==> config.mk <==
export PLATFORM = sky130hd
export DESIGN_NAME = rx_idle_timeout
export DESIGN_NICKNAME = d
export VERILOG_FILES = /design/src/rtl/rxto_pkg.sv /design/src/rtl/rxto_countdown.sv /design/src/rtl/rxto_flag.sv /design/src/rtl/rx_idle_timeout.sv
export SDC_FILE = /design/constraint.sdc
export NUM_CORES = 1
export LEC_CHECK = 0
export ABC_AREA = 1
export BUFFER_PORTS_ARGS = -buffer_cell sky130_fd_sc_hd__buf_2
export CAP_MARGIN = 20
export CORE_AREA = 2 2 39 41
export CTS_CLUSTER_SIZE = 12
export DETAILED_ROUTE_END_ITERATION = 12
export DIE_AREA = 0 0 41 43
export PLACE_DENSITY = 0.64
export SLEW_MARGIN = 20
export SYNTH_ARGS = -nofsm -noshare
export SYNTH_HDL_FRONTEND = slang
export SYNTH_SLANG_ARGS = --single-unit
==> constraint.sdc <==
create_clock -name clk -period 2.1 [get_ports clk]
set_clock_uncertainty 0.15 [all_clocks]
set_input_delay 0.105 -clock clk [delete_from_list [all_inputs] [get_ports clk]]
set_output_delay 0.105 -clock clk [all_outputs]
set_load 0.01 [all_outputs]
==> src/rtl/rxto_pkg.sv <==
package rxto_pkg;
  localparam int DEF_MULT_W = 4;
  typedef enum logic [1:0] {
    ACT_HOLD = 2'd0,
    ACT_STOP = 2'd1,
    ACT_LOAD = 2'd2,
    ACT_STEP = 2'd3
  } cd_act_e;
endpackage

==> src/rtl/rxto_countdown.sv <==
module rxto_countdown
  import rxto_pkg::*;
#(
  parameter int MULT_W = DEF_MULT_W
) (
  input  logic              clk,
  input  logic              rst,
  input  logic              en,
  input  logic              restart,
  input  logic              cancel,
  input  logic              tick,
  input  logic [MULT_W-1:0] mult,
  output logic              expire_o,
  output logic              armed_o
);
  localparam logic [MULT_W-1:0] ONE = MULT_W'(1);

  logic              armed_q;
  logic [MULT_W-1:0] cnt_q;
  logic              last_c;
  cd_act_e           act;

  assign last_c = (cnt_q <= ONE);

  always_comb begin
    act = ACT_HOLD;
    if (!en || cancel)             act = ACT_STOP;
    else if (restart)              act = ACT_LOAD;
    else if (armed_q && tick)      act = last_c ? ACT_STOP : ACT_STEP;
  end

  assign expire_o = en && !cancel && !restart && armed_q && tick && last_c;
  assign armed_o  = armed_q;

  always_ff @(posedge clk) begin
    if (rst) begin
      armed_q <= 1'b0;
      cnt_q   <= '0;
    end else begin
      unique case (act)
        ACT_STOP: armed_q <= 1'b0;
        ACT_LOAD: begin
          armed_q <= 1'b1;
          cnt_q   <= mult;
        end
        ACT_STEP: cnt_q <= cnt_q - ONE;
        default:  ;
      endcase
    end
  end
endmodule

==> src/rtl/rxto_flag.sv <==
module rxto_flag (
  input  logic clk,
  input  logic rst,
  input  logic expire,
  input  logic gate_ok,
  input  logic clr,
  output logic status_o,
  output logic pulse_o
);
  logic fire_c;
  assign fire_c = expire && gate_ok;

  always_ff @(posedge clk) begin
    if (rst) begin
      status_o <= 1'b0;
      pulse_o  <= 1'b0;
    end else begin
      pulse_o <= fire_c;
      if (fire_c)   status_o <= 1'b1;
      else if (clr) status_o <= 1'b0;
    end
  end
endmodule

==> src/rtl/rx_idle_timeout.sv <==
module rx_idle_timeout
  import rxto_pkg::*;
#(
  parameter int MULT_W = DEF_MULT_W
) (
  input  logic              clk,
  input  logic              rst,
  input  logic              tmo_en,
  input  logic              fire_when_empty,
  input  logic [MULT_W-1:0] tmo_mult,
  input  logic              byte_stored,
  input  logic              data_ready,
  input  logic              thresh_hit,
  input  logic              char_tick,
  input  logic              clr_wr,
  input  logic              clr_bit,
  output logic              tmo_status,
  output logic              rx_src_set
);
  logic expire_w;
  logic armed_w;

  rxto_countdown #(.MULT_W(MULT_W)) u_cd (
    .clk      (clk),
    .rst      (rst),
    .en       (tmo_en),
    .restart  (byte_stored),
    .cancel   (thresh_hit),
    .tick     (char_tick),
    .mult     (tmo_mult),
    .expire_o (expire_w),
    .armed_o  (armed_w)
  );

  rxto_flag u_flag (
    .clk      (clk),
    .rst      (rst),
    .expire   (expire_w),
    .gate_ok  (data_ready | fire_when_empty),
    .clr      (clr_wr & clr_bit),
    .status_o (tmo_status),
    .pulse_o  (rx_src_set)
  );
endmodule

* After elaboration in Yosys (flattened, before gate mapping)
Index checks and enable logic that the tools add are counted.
** Cells by class
- Add/sub/neg operators :: 1
- Magnitude comparators :: 1
- Equality and inequality tests :: 3
- Mux-type cells :: 8
- Bitwise logic cells :: 2
- Reduce and logical (&&, ||, !) cells :: 14
** Operator list (number)
- 2-bit 2-to-1 mux :: 4
- 4-bit case mux with 2 select lines :: 1
- 1-bit logical AND :: 7
- 2-bit nonzero test :: 3
- 2-bit equality test, second input constant :: 2
- 4-bit by 1-bit less-or-equal comparator with 1-bit output, second input constant :: 1
- 4-bit by 1-bit subtractor with 4-bit output, second input constant :: 1
- 1-bit zero test :: 3
- 2-bit by 1-bit equality test with 1-bit output, second input constant :: 1
- 1-bit 2-to-1 mux :: 2
- 1-bit case mux with 2 select lines :: 1
- 1-bit bitwise AND :: 1
- 1-bit logical OR :: 1
- 1-bit bitwise OR :: 1
** Word-level totals
- Register bits after elaboration :: 7
- Input bits :: 14

* Longest topological paths before layout
Gate-level depths: netlist of the first run.
- Depth after elaboration :: 8
- Depth in mapped cells :: 11
- Mapped depth without buffers :: 11

* By module
From an unflattened synthesis of the first run, not the netlist that was laid out.
** Unflattened totals
- Cells, all modules :: 65
- Area total of the unflattened synthesis :: 454.2 µm²
** Modules (own cells, without submodules)
- rxto_countdown :: instances 1, cells each 52, area each 365.4 µm², sequential area each 100.1 µm²
- rxto_flag :: instances 1, cells each 8, area each 70.1 µm², sequential area each 40.0 µm²
- rx_idle_timeout :: instances 1, cells each 5, area each 18.8 µm², sequential area each 0.0 µm²

* Least setup slack after synthesis of the first run
No wires, ideal clock.
- Path kind :: register -> register
- Start point :: register u_cd.cnt_q[0]
- End point :: register u_cd.cnt_q[0]
- Arrival time :: 1427 ps
- Required time :: 1831 ps
- Slack :: 404 ps
- Stages on the path, launching flop included :: 12
- Path through :: dfxtp_1 -> inv_1 -> ha_1 -> o21ai_1 -> inv_1 -> o21ai_1 -> ha_1 -> inv_2 -> nand2_1 -> inv_2 -> o21ai_1 -> a21oi_1
** On the way
- Cells in the longest elaborated chain, start to end :: 7
- Elaborated cells on any way between the ends :: 10
** Ends and longest elaborated chain
- start, declared :: line rxto_countdown.sv:19 : logic [MULT_W-1:0] cnt_q;
- start signal, assigned :: line rxto_countdown.sv:44 : cnt_q <= mult;
- start signal, assigned :: line rxto_countdown.sv:46 : ACT_STEP: cnt_q <= cnt_q - ONE;
- 4-bit by 1-bit less-or-equal comparator with 1-bit output :: line rxto_countdown.sv:23 : assign last_c = (cnt_q <= ONE);
- 2-bit 2-to-1 mux (2 in a row) :: line rxto_countdown.sv:29 : else if (armed_q && tick) act = last_c ? ACT_STOP : ACT_STEP;
- 2-bit 2-to-1 mux :: line rxto_countdown.sv:28 : else if (restart) act = ACT_LOAD;
- 2-bit 2-to-1 mux :: line rxto_countdown.sv:27 : if (!en || cancel) act = ACT_STOP;
- 2-bit equality test :: line rxto_countdown.sv:40 : unique case (act)
- 4-bit case mux with 2 select lines or 2-bit nonzero test (tied branches)
Several ways; a longest one is shown, not always the timed one.
A chain may end at the register's enable or synchronous reset.

* Worst setup path after layout of the first run
- Start point :: register u_cd.cnt_q[0]
- End point :: register u_cd.cnt_q[2]
The elaborated chain is that of the path after synthesis.

==> qor.txt, run 1 <==
Clock Latency Late Sink: 0.25 ns
drt initial violations: 3
post-synth cell types: 12
filler cell count: 160
unrepaired setup endpoints after global routing: false
final setup fails: 0
io pins: 16
CORE AREA: 1384 um2
crit-path cells: inv_1, ha_1, o21ai_1, inv_1, o21ai_1, ha_1, inv_2, nand3_1, nand3_1, a21oi_1
wire per inst: 9.437 um
final hold viol count: 0
fmax: 523.6 MHz
vias in the first global route: 438
layout net count: 105
CP arrival: 1.94 ns
sequential share of power: 42.8%
CTS buffer count: 3
Post-CTS Setup Inserts: 0
root buf cell: clkbuf_4
Critical Path Sink Type: register
Area Overhead vs Synth: 41.52%
status: finished clean
Final Cycle Share: 90.95%
crit path time final: 1.910 ns
TritonRoute pass-1 iters: 4
first-pass GRT wire length: 1.600 mm
cell accounting for the most synthesized area: dfxtp_1
PortBufs: 15
initial antenna violation count: 0
Async SR Flop Fraction: 0%
design area: 584.3 um2
Worst VDD drop: 0.0003698 V
Total Routing Usage GR: 13.67%
Finished Core Util: 42.22%
clk sinks: 7
Logic pwr share: 21.6%
Top delay family on crit path: adder cells
crit path max fanout: 5
Critical Path RT: 2.13 ns
share of cells above drive strength 1: 27.59%
Initial Utilization: 29.84%
worst rel slew slack: 87.41%
cell count along the critical path: 10
hold path cells: 3
Crit path largest cell delay: 0.35 ns
Final Worst Setup Slack: 0.1900 ns
grt ovf: 0
Via density: 4.544
ant diodes: 0
Final Max Slew Viols: 0
number of remaining DRC errors: 0
sequential share of the synthesized area: 33.94%
worst slack at placement: 0.1955 ns
TNS Setup: 0 ns
Crit Path Class: register to register
placed inst area: 508.0 um2
PwrDens: 588.2 nW/um2
cell area after synthesis: 412.9 um2
worst-margin pin slew: 0.1889 ns
die span in x: 41 um
Main synth FF type: dfxtp_1
worst hold path class: input port to register
vias: 468
Worst-path clk slew: 0.05 ns
switch share: 27.79%
area fraction of the dominant cell type after synthesis: 33.94%
Leak Pwr: 0.2857 nW
post-cts resize count: 0
worst-case clock buffer depth: 2
CTS tree: yes
Syn. warnings: 0
Post-DP HPWL: 767.7 um
Max Cap Viol: 0
final antenna-violating net count: 0
H-tree depth: 1
largest net degree at the start of global routing: 6
dominant cells by area after synthesis: dfxtp_1, nand2_1, ha_1
synthesized area per cell: 6.554 um2
WP buf/inv: 3
Row Count: 14
total wire length: 972 um
sw power: 95.51 uW
CP max-delay cell: dfxtp_1
Post-synth EDFFs: 0
R2R cell count: 10
Die Footprint: 1763 um2
hold slack: 0.02908 ns
synthesized netlist cell count: 63
syn_nets: 80
RePlAce Congestion: 0.7885
count leader, synth: nand2_1
clock share of power: 35.6%
Synth Register Bits: 7
Worst Setup Start Kind: register
Die Ht: 43 um
Int Power: 248.2 uW
[sequential cells by signal, summed over array words and instances (netlist names)]
signal and cells:
u_cd.cnt_q 4, u_flag.pulse_o 1, u_cd.armed_o 1, u_flag.status_o 1
[cells by family (layout without fill, tap and decap cells)]
group	count (synthesis)	after routing	share of synthesized area (%)
flip-flops	7	7	33.94
AND/OR/NAND/NOR	27	27	28.79
adder cells (fa/ha/maj)	3	3	9.092
buffers and inverters	11	35	10.00
AO/OA/AOI/OAI	15	15	18.18
[stage by stage]
stage | power, mW | std cells
after floorplan | 0.1913 | 63
after global placement | 0.2139 | 94
after detailed placement | 0.2168 | 94
after CTS | 0.3498 | 103
after global routing | 0.3739 | 103
final | 0.3437 | 103
[power groups by stage]
stage               clock network (mW)  logic, mW  registers, mW
global placement                     0     0.0648          0.149
CTS                              0.128     0.0748          0.147
global route                     0.141     0.0847          0.148
finish                           0.122     0.0742          0.147
floorplan                            0     0.0432          0.148
detailed placement                   0     0.0671          0.150
[cells in the final DEF (no fill, tap or decap)]
cell / instances
inv_1: 7
nor2_1: 7
buf_2: 15
nand3_2: 1
nand2_1: 11
inv_2: 4
clkbuf_1: 1
dfxtp_1: 7
a21oi_1: 7
o21ai_0: 1
nor2_2: 1
ha_1: 3
clkbuf_4: 3
dlygate4sd3_1: 5
o21ai_1: 7
nand3_1: 7
[routing by layer]
metal | vias to the layer above | wire length (um) | GRT usage [%]
met1 | 195 | 434 | 14.19
li1 | 256 | - | -
met4 | 0 | 13 | 6.000
met3 | 5 | 67 | 7.853
met5 | - | 0 | 0
met2 | 12 | 458 | 21.25
[what timing repair did]
action                     CTS  global route
hold buffers                 5             0
setup endpoints to repair    0             0
hold endpoints to repair     4             0
[worst register-to-register path: cells and delay by family, from the launching register on]
| family | cells | cell delay [ns] |
|---|---|---|
| compound gates | 3 | 0.40 |
| fa+ha+maj | 2 | 0.48 |
| buf+inv | 3 | 0.26 |
| flops | 1 | 0.35 |
| simple gates | 2 | 0.21 |
[final timing paths]
| path | startpoint | end | slack [ns] |
|---|---|---|---|
| worst min register to register | u_flag.status_o | u_flag.status_o | 0.33 |
| worst max register to register | u_cd.cnt_q[0] | u_cd.cnt_q[2] | 0.19 |
| worst min-delay path | char_tick | u_flag.pulse_o | 0.03 |
| worst max-delay path | u_cd.cnt_q[0] | u_cd.cnt_q[2] | 0.19 |
[layout make-up]
| cell class | count | area (um2) | share of cell area (%) |
|---|---|---|---|
| repair buffers | 20 | 125.1 | 21.41 |
| well taps | 16 | 20.02 | 3.426 |
| multi-input cells | 45 | 231.5 | 39.61 |
| clock buffers | 4 | 26.28 | 4.497 |
| inverters | 11 | 41.29 | 7.066 |
| flip-flops and latches | 7 | 140.1 | 23.98 |
Power figures use the tool's default switching activity.
==> inputs of run 2 (changes only) <==
--- a/config.mk
+++ b/config.mk
@@ -5,14 +5,13 @@
 export SDC_FILE = /design/constraint.sdc
 export NUM_CORES = 1
 export LEC_CHECK = 0
-export ABC_AREA = 1
 export BUFFER_PORTS_ARGS = -buffer_cell sky130_fd_sc_hd__buf_2
 export CAP_MARGIN = 20
 export CORE_AREA = 2 2 39 41
 export CTS_CLUSTER_SIZE = 12
 export DETAILED_ROUTE_END_ITERATION = 12
 export DIE_AREA = 0 0 41 43
-export PLACE_DENSITY = 0.64
+export PLACE_DENSITY = 0.6
 export SLEW_MARGIN = 20
 export SYNTH_ARGS = -nofsm -noshare
 export SYNTH_HDL_FRONTEND = slang
==> run 2 against run 1 <==
Critical path depth did not move; largest power group unchanged; sequential power about the same; clock power is essentially flat; utilization is 8.8 points higher; area after synthesis increased by 4.8%; via count grew 8.3%; maximum frequency shrank 2.7%; sequential cell count unchanged; non-clock buffer count rose by 7; first-iteration DRC count grew 33%; global-route usage is 1.1 points higher.
==> qor.txt, run 2 <==
Post-DP HPWL: 836.6 um
worst slack at placement: -0.01209 ns
Crit Path Class: register to register
fin cells: 95
most frequent cells in the layout: buf_2, buf_4, dfxtp_1, nand3_1, nand3b_1
H-tree depth: 1
Post-Place Cells: 86
crit path time final: 1.963 ns
final setup fails: 0
Leak Pwr: 0.3047 nW
sequential share of the synthesized area: 32.37%
fmax: 509.3 MHz
Top delay family on crit path: compound AO/OA/AOI/OAI gates
Worst Setup Start Kind: register
design area: 705.7 um2
drt initial violations: 4
Critical Path RT: 2.08 ns
Area Overhead vs Synth: 63.01%
final hold viol count: 0
CTS buffer count: 3
post-synth cell types: 23
Post-synth EDFFs: 0
CP max-delay cell: dfxtp_4
Final Worst Setup Slack: 0.1367 ns
clk sinks: 7
io pins: 16
RePlAce Congestion: 0.7124
cell accounting for the most synthesized area: dfxtp_1
Die Ht: 43 um
share of cells above drive strength 1: 49.37%
Final Max Slew Viols: 0
Initial Utilization: 31.28%
first-pass GRT wire length: 1.704 mm
number of remaining DRC errors: 0
Final Cycle Share: 93.49%
Finished Core Util: 50.99%
crit-path cells: inv_2, ha_4, nor2_2, o311ai_1, a21boi_1, ha_2, buf_4, buf_4, a211oi_1, a211oi_1
PwrDens: 526.9 nW/um2
grt ovf: 0
total wire length: 1.187 mm
commonest non-fill, non-tap cell in the layout: buf_2
placed inst area: 575.6 um2
worst rel slew slack: 76.08%
PnR Total Power: 371.8 uW
CTS tree: yes
Most flops, register: u_cd.cnt_q
Max Cap Viol: 0
CORE AREA: 1384 um2
largest net degree at the start of global routing: 10
worst-margin pin slew: 0.3560 ns
Critical Path Sink Type: register
Synth Register Bits: 7
wire per inst: 12.49 um
die span in x: 41 um
Crit path largest cell delay: 0.36 ns
cell area after synthesis: 432.9 um2
Via density: 5.337
final antenna-violating net count: 0
vias in the first global route: 432
Syn. warnings: 0
synthesized netlist cell count: 49
unrepaired setup endpoints after global routing: false
synth cell count leaders: dfxtp_1, inv_1, nand3_1, nand3b_1
status: finished clean
syn_nets: 66
Worst VDD drop: 0.0004934 V
PortBufs: 15
Async SR Flop Fraction: 0%
synthesized area per cell: 8.835 um2
layout net count: 97
Total Routing Usage GR: 14.76%
root buf cell: clkbuf_4
CP arrival: 1.94 ns
count leader, synth: dfxtp_1
vias: 507
initial antenna violation count: 0
Row Count: 14
worst-case clock buffer depth: 2
TNS Setup: 0 ns
Die Footprint: 1763 um2
worst hold path class: input port to register
hold slack: 0.01078 ns
Worst-path clk slew: 0.05 ns
max FFs per register: 4
Main synth FF type: dfxtp_1
ant diodes: 0
TritonRoute pass-1 iters: 4
dominant cells by area after synthesis: dfxtp_1, ha_1, nand3b_1
WP buf/inv: 3
crit path max fanout: 5
area fraction of the dominant cell type after synthesis: 32.37%
Clock Latency Late Sink: 0.25 ns
[run 2: cells by family (layout without fill, tap and decap cells)]
| kind of cell | count (synthesis) | after routing | share of synthesized area, % |
|---|---|---|---|
| adder cells (fa/ha/maj) | 3 | 3 | 8.671 |
| buffers and inverters | 5 | 35 | 4.622 |
| multiplexers | 1 | 1 | 2.312 |
| flip-flops | 7 | 7 | 32.37 |
| AO/OA/AOI/OAI | 13 | 13 | 25.15 |
| AND/OR/NAND/NOR | 20 | 20 | 26.88 |
[run 2: path summary, 6_finish.rpt]
| check | from | end | slack (ns) | cells after the start |
|---|---|---|---|---|
| min | clr_bit | u_flag.status_o | 0.01 | 4 |
| max reg2reg | u_cd.cnt_q[0] | u_cd.cnt_q[0] | 0.14 | 10 |
| min reg2reg | u_flag.status_o | u_flag.status_o | 0.34 | 2 |
| max | u_cd.cnt_q[0] | u_cd.cnt_q[0] | 0.14 | 10 |
[run 2: timing repair]
action | in CTS | in global routing
endpoints found under the setup margin | 3 | 4
pin swaps | 2 | 6
hold buffers | 3 | 0
hold endpoints to repair | 2 | 0
setup buffers | 1 | 2
resized for setup | 1 | 18
[run 2: worst reg2reg max path, stage by stage (launching register included)]
cell and delay [ns]:
dfxtp_4 0.36, inv_2 0.06, ha_4 0.13, nor2_2 0.04
o311ai_1 0.27, a21boi_1 0.10, ha_2 0.22, buf_4 0.15
buf_4 0.12, a211oi_1 0.16, a211oi_1 0.08
[run 2: where the power goes]
group          switching [mW]  internal [mW]
Clock                  0.0509         0.0726
Sequential            0.00685          0.139
Combinational          0.0449         0.0573
Total                   0.103          0.269
[run 2: final cells by class]
type                            count  area [um2]
Multi-Input combinational cell     37       320.3
Inverter                            4       17.52
Clock buffer                        4       26.28
Sequential cell                     7       145.1
Fill cell                         131       678.2
Tap cell                           16       20.02
Timing Repair Buffer               27       176.4
[run 2: per-layer routing]
metal	share of wire, %	up-vias	routed length (um)	global-route usage, %
li1	-	252	-	-
met3	6.8	2	81	9.424
met2	50	19	593	22.81
met4	0.59	0	7	4.000
met5	0	-	0	0
met1	42	234	504	16.08
==> inputs of run 3 (changes only) <==
--- a/config.mk
+++ b/config.mk
@@ -5,13 +5,15 @@
 export SDC_FILE = /design/constraint.sdc
 export NUM_CORES = 1
 export LEC_CHECK = 0
+export ABC_AREA = 1
 export BUFFER_PORTS_ARGS = -buffer_cell sky130_fd_sc_hd__buf_2
 export CAP_MARGIN = 20
 export CORE_AREA = 2 2 39 41
 export CTS_CLUSTER_SIZE = 12
 export DETAILED_ROUTE_END_ITERATION = 12
 export DIE_AREA = 0 0 41 43
-export PLACE_DENSITY = 0.6
+export MAX_ROUTING_LAYER = met4
+export PLACE_DENSITY = 0.58
 export SLEW_MARGIN = 20
 export SYNTH_ARGS = -nofsm -noshare
 export SYNTH_HDL_FRONTEND = slang
==> run 3 against run 2 <==
Cell count up 8.4%; via count down 6.3%; critical path depth up 1; first-iteration DRC count up 100%; critical path type unchanged.
==> qor.txt, run 3 (same netlist as run 1, synthesis figures left out) <==
status: finished clean
Crit path largest cell delay: 0.35 ns
Leak Pwr: 0.2857 nW
layout net count: 105
CORE AREA: 1384 um2
R2R cell count: 11
worst-case clock buffer depth: 2
CTS buffer count: 3
clk sinks: 7
Total Routing Usage GR: 15.14%
RePlAce Congestion: 0.7641
initial antenna violation count: 0
crit path time final: 1.851 ns
io pins: 16
CP max-delay cell: dfxtp_1
PwrDens: 592.1 nW/um2
PortBufs: 15
fmax: 540.3 MHz
TritonRoute pass-1 iters: 3
CTS tree: yes
Final Worst Setup Slack: 0.2491 ns
commonest non-fill, non-tap cell in the layout: buf_2
Final Max Slew Viols: 0
crit-path cells: inv_1, ha_1, o21ai_1, inv_1, o21ai_1, ha_1, inv_2, nand2_1, inv_2, o21ai_1, a21oi_1
reg2reg setup slack: 0.25 ns
first-pass GRT wire length: 1.704 mm
worst hold path class: input port to register
Max Cap Viol: 0
H-tree depth: 1
CP arrival: 1.84 ns
crit-path most repeated cell: o21ai_1
grt ovf: 0
total wire length: 988 um
Post-DP HPWL: 749.3 um
Crit Path Class: register to register
die span in x: 41 um
Clock Latency Late Sink: 0.25 ns
final setup fails: 0
Row Count: 14
root buf cell: clkbuf_4
ant diodes: 0
worst-margin pin slew: 0.1791 ns
number of remaining DRC errors: 0
GR peak layer: met1
share of cells above drive strength 1: 27.59%
cell count along the critical path: 11
Worst-path clk slew: 0.05 ns
drt initial violations: 8
max FFs per register: 4
Final Cycle Share: 88.14%
Worst Setup Start Kind: register
Die Footprint: 1763 um2
M3 GR Usage: 7.853%
worst rel slew slack: 88.06%
hold path cells: 3
largest net degree at the start of global routing: 6
crit path max fanout: 5
Critical Path RT: 2.09 ns
final hold viol count: 0
Area Overhead vs Synth: 41.52%
most frequent cells in the layout: buf_2, nand2_1
Top delay family on crit path: adder cells
grt met2 use: 18.75%
vias in the first global route: 415
Post-CTS Setup Inserts: 0
Critical Path Sink Type: register
vias: 475
WP buf/inv: 4
TNS Setup: 0 ns
wire per inst: 9.592 um
Die Ht: 43 um
final antenna-violating net count: 0
Worst VDD drop: 0.0003153 V
worst slack at placement: 0.2708 ns
Most flops, register: u_cd.cnt_q
Initial Utilization: 29.84%
unrepaired setup endpoints after global routing: false
GR Util met1: 19.35%
Via density: 4.612
-- run 3: cell count changes in the layout (fill, tap and decap cells not counted), sizes merged, moves of 3 or more --
cell and delta:
o21ai +6, nor2 +6, a31oi -3, buf -9, nand2 +8, nand3b -4, nand3 +4, a21oi +7
inv +7, nor3 -3
-- run 3: stage by stage --
| step | total power [mW] | cells | hold WS, ns | utilization, % | instance area, um2 |
|---|---|---|---|---|---|
| 2_1_floorplan | 0.1913 | 63 | 0.02407 | - | 412.9 |
| 3_3_place_gp | 0.2146 | 94 | 0.1747 | 36.71 | 508.0 |
| 3_5_place_dp | 0.2154 | 94 | 0.1807 | 36.71 | 508.0 |
| 4_1_cts | 0.3542 | 103 | 0.009823 | 42.22 | 584.3 |
| 5_1_grt | 0.3741 | 103 | 0.02102 | 42.22 | 584.3 |
| 6_report | 0.3460 | 103 | 0.02718 | 42.22 | 584.3 |
-- run 3: metal layers --
layer  routed length [um]  vias to the layer above
met4                   13                        0
met2                  404                       12
li1                     -                      254
met3                   60                        2
met1                  510                      207
met5                    0                        -
-- run 3: cell type report --
class	instances	area, um2
Multi-Input combinational cell	45	231.5
Sequential cell	7	140.1
Timing Repair Buffer	20	125.1
Fill cell	147	799.5
Tap cell	16	20.02
Inverter	11	41.29
Clock buffer	4	26.28
-- run 3: worst paths after layout --
kind | to | start
min | u_flag.pulse_o | char_tick
max | u_cd.cnt_q[0] | u_cd.cnt_q[0]
max reg2reg | u_cd.cnt_q[0] | u_cd.cnt_q[0]
min reg2reg | u_flag.status_o | u_flag.status_o
-- run 3: report_power, final --
part / leakage [nW] / switching, mW / internal (mW)
logic: 0.213 / 0.0395 / 0.0346
registers: 0.0572 / 0.00583 / 0.141
clock network: 0.0150 / 0.0526 / 0.0727
total: 0.286 / 0.0979 / 0.248
-- run 3: repair_timing --
item / CTS / global route
hold buffers: 5 / 0
gates resized for setup: 0 / 0
endpoints found under the hold margin: 4 / 0
-- run 3: worst reg2reg max path, delay by kind of cell, from the launching register on --
family,cells,cell delay (ns)
DFF,1,0.35
adders and majority gates,2,0.46
AOI/OAI and AO/OA,4,0.40
and+or+nand+nor,1,0.09
buffers and inverters,4,0.28
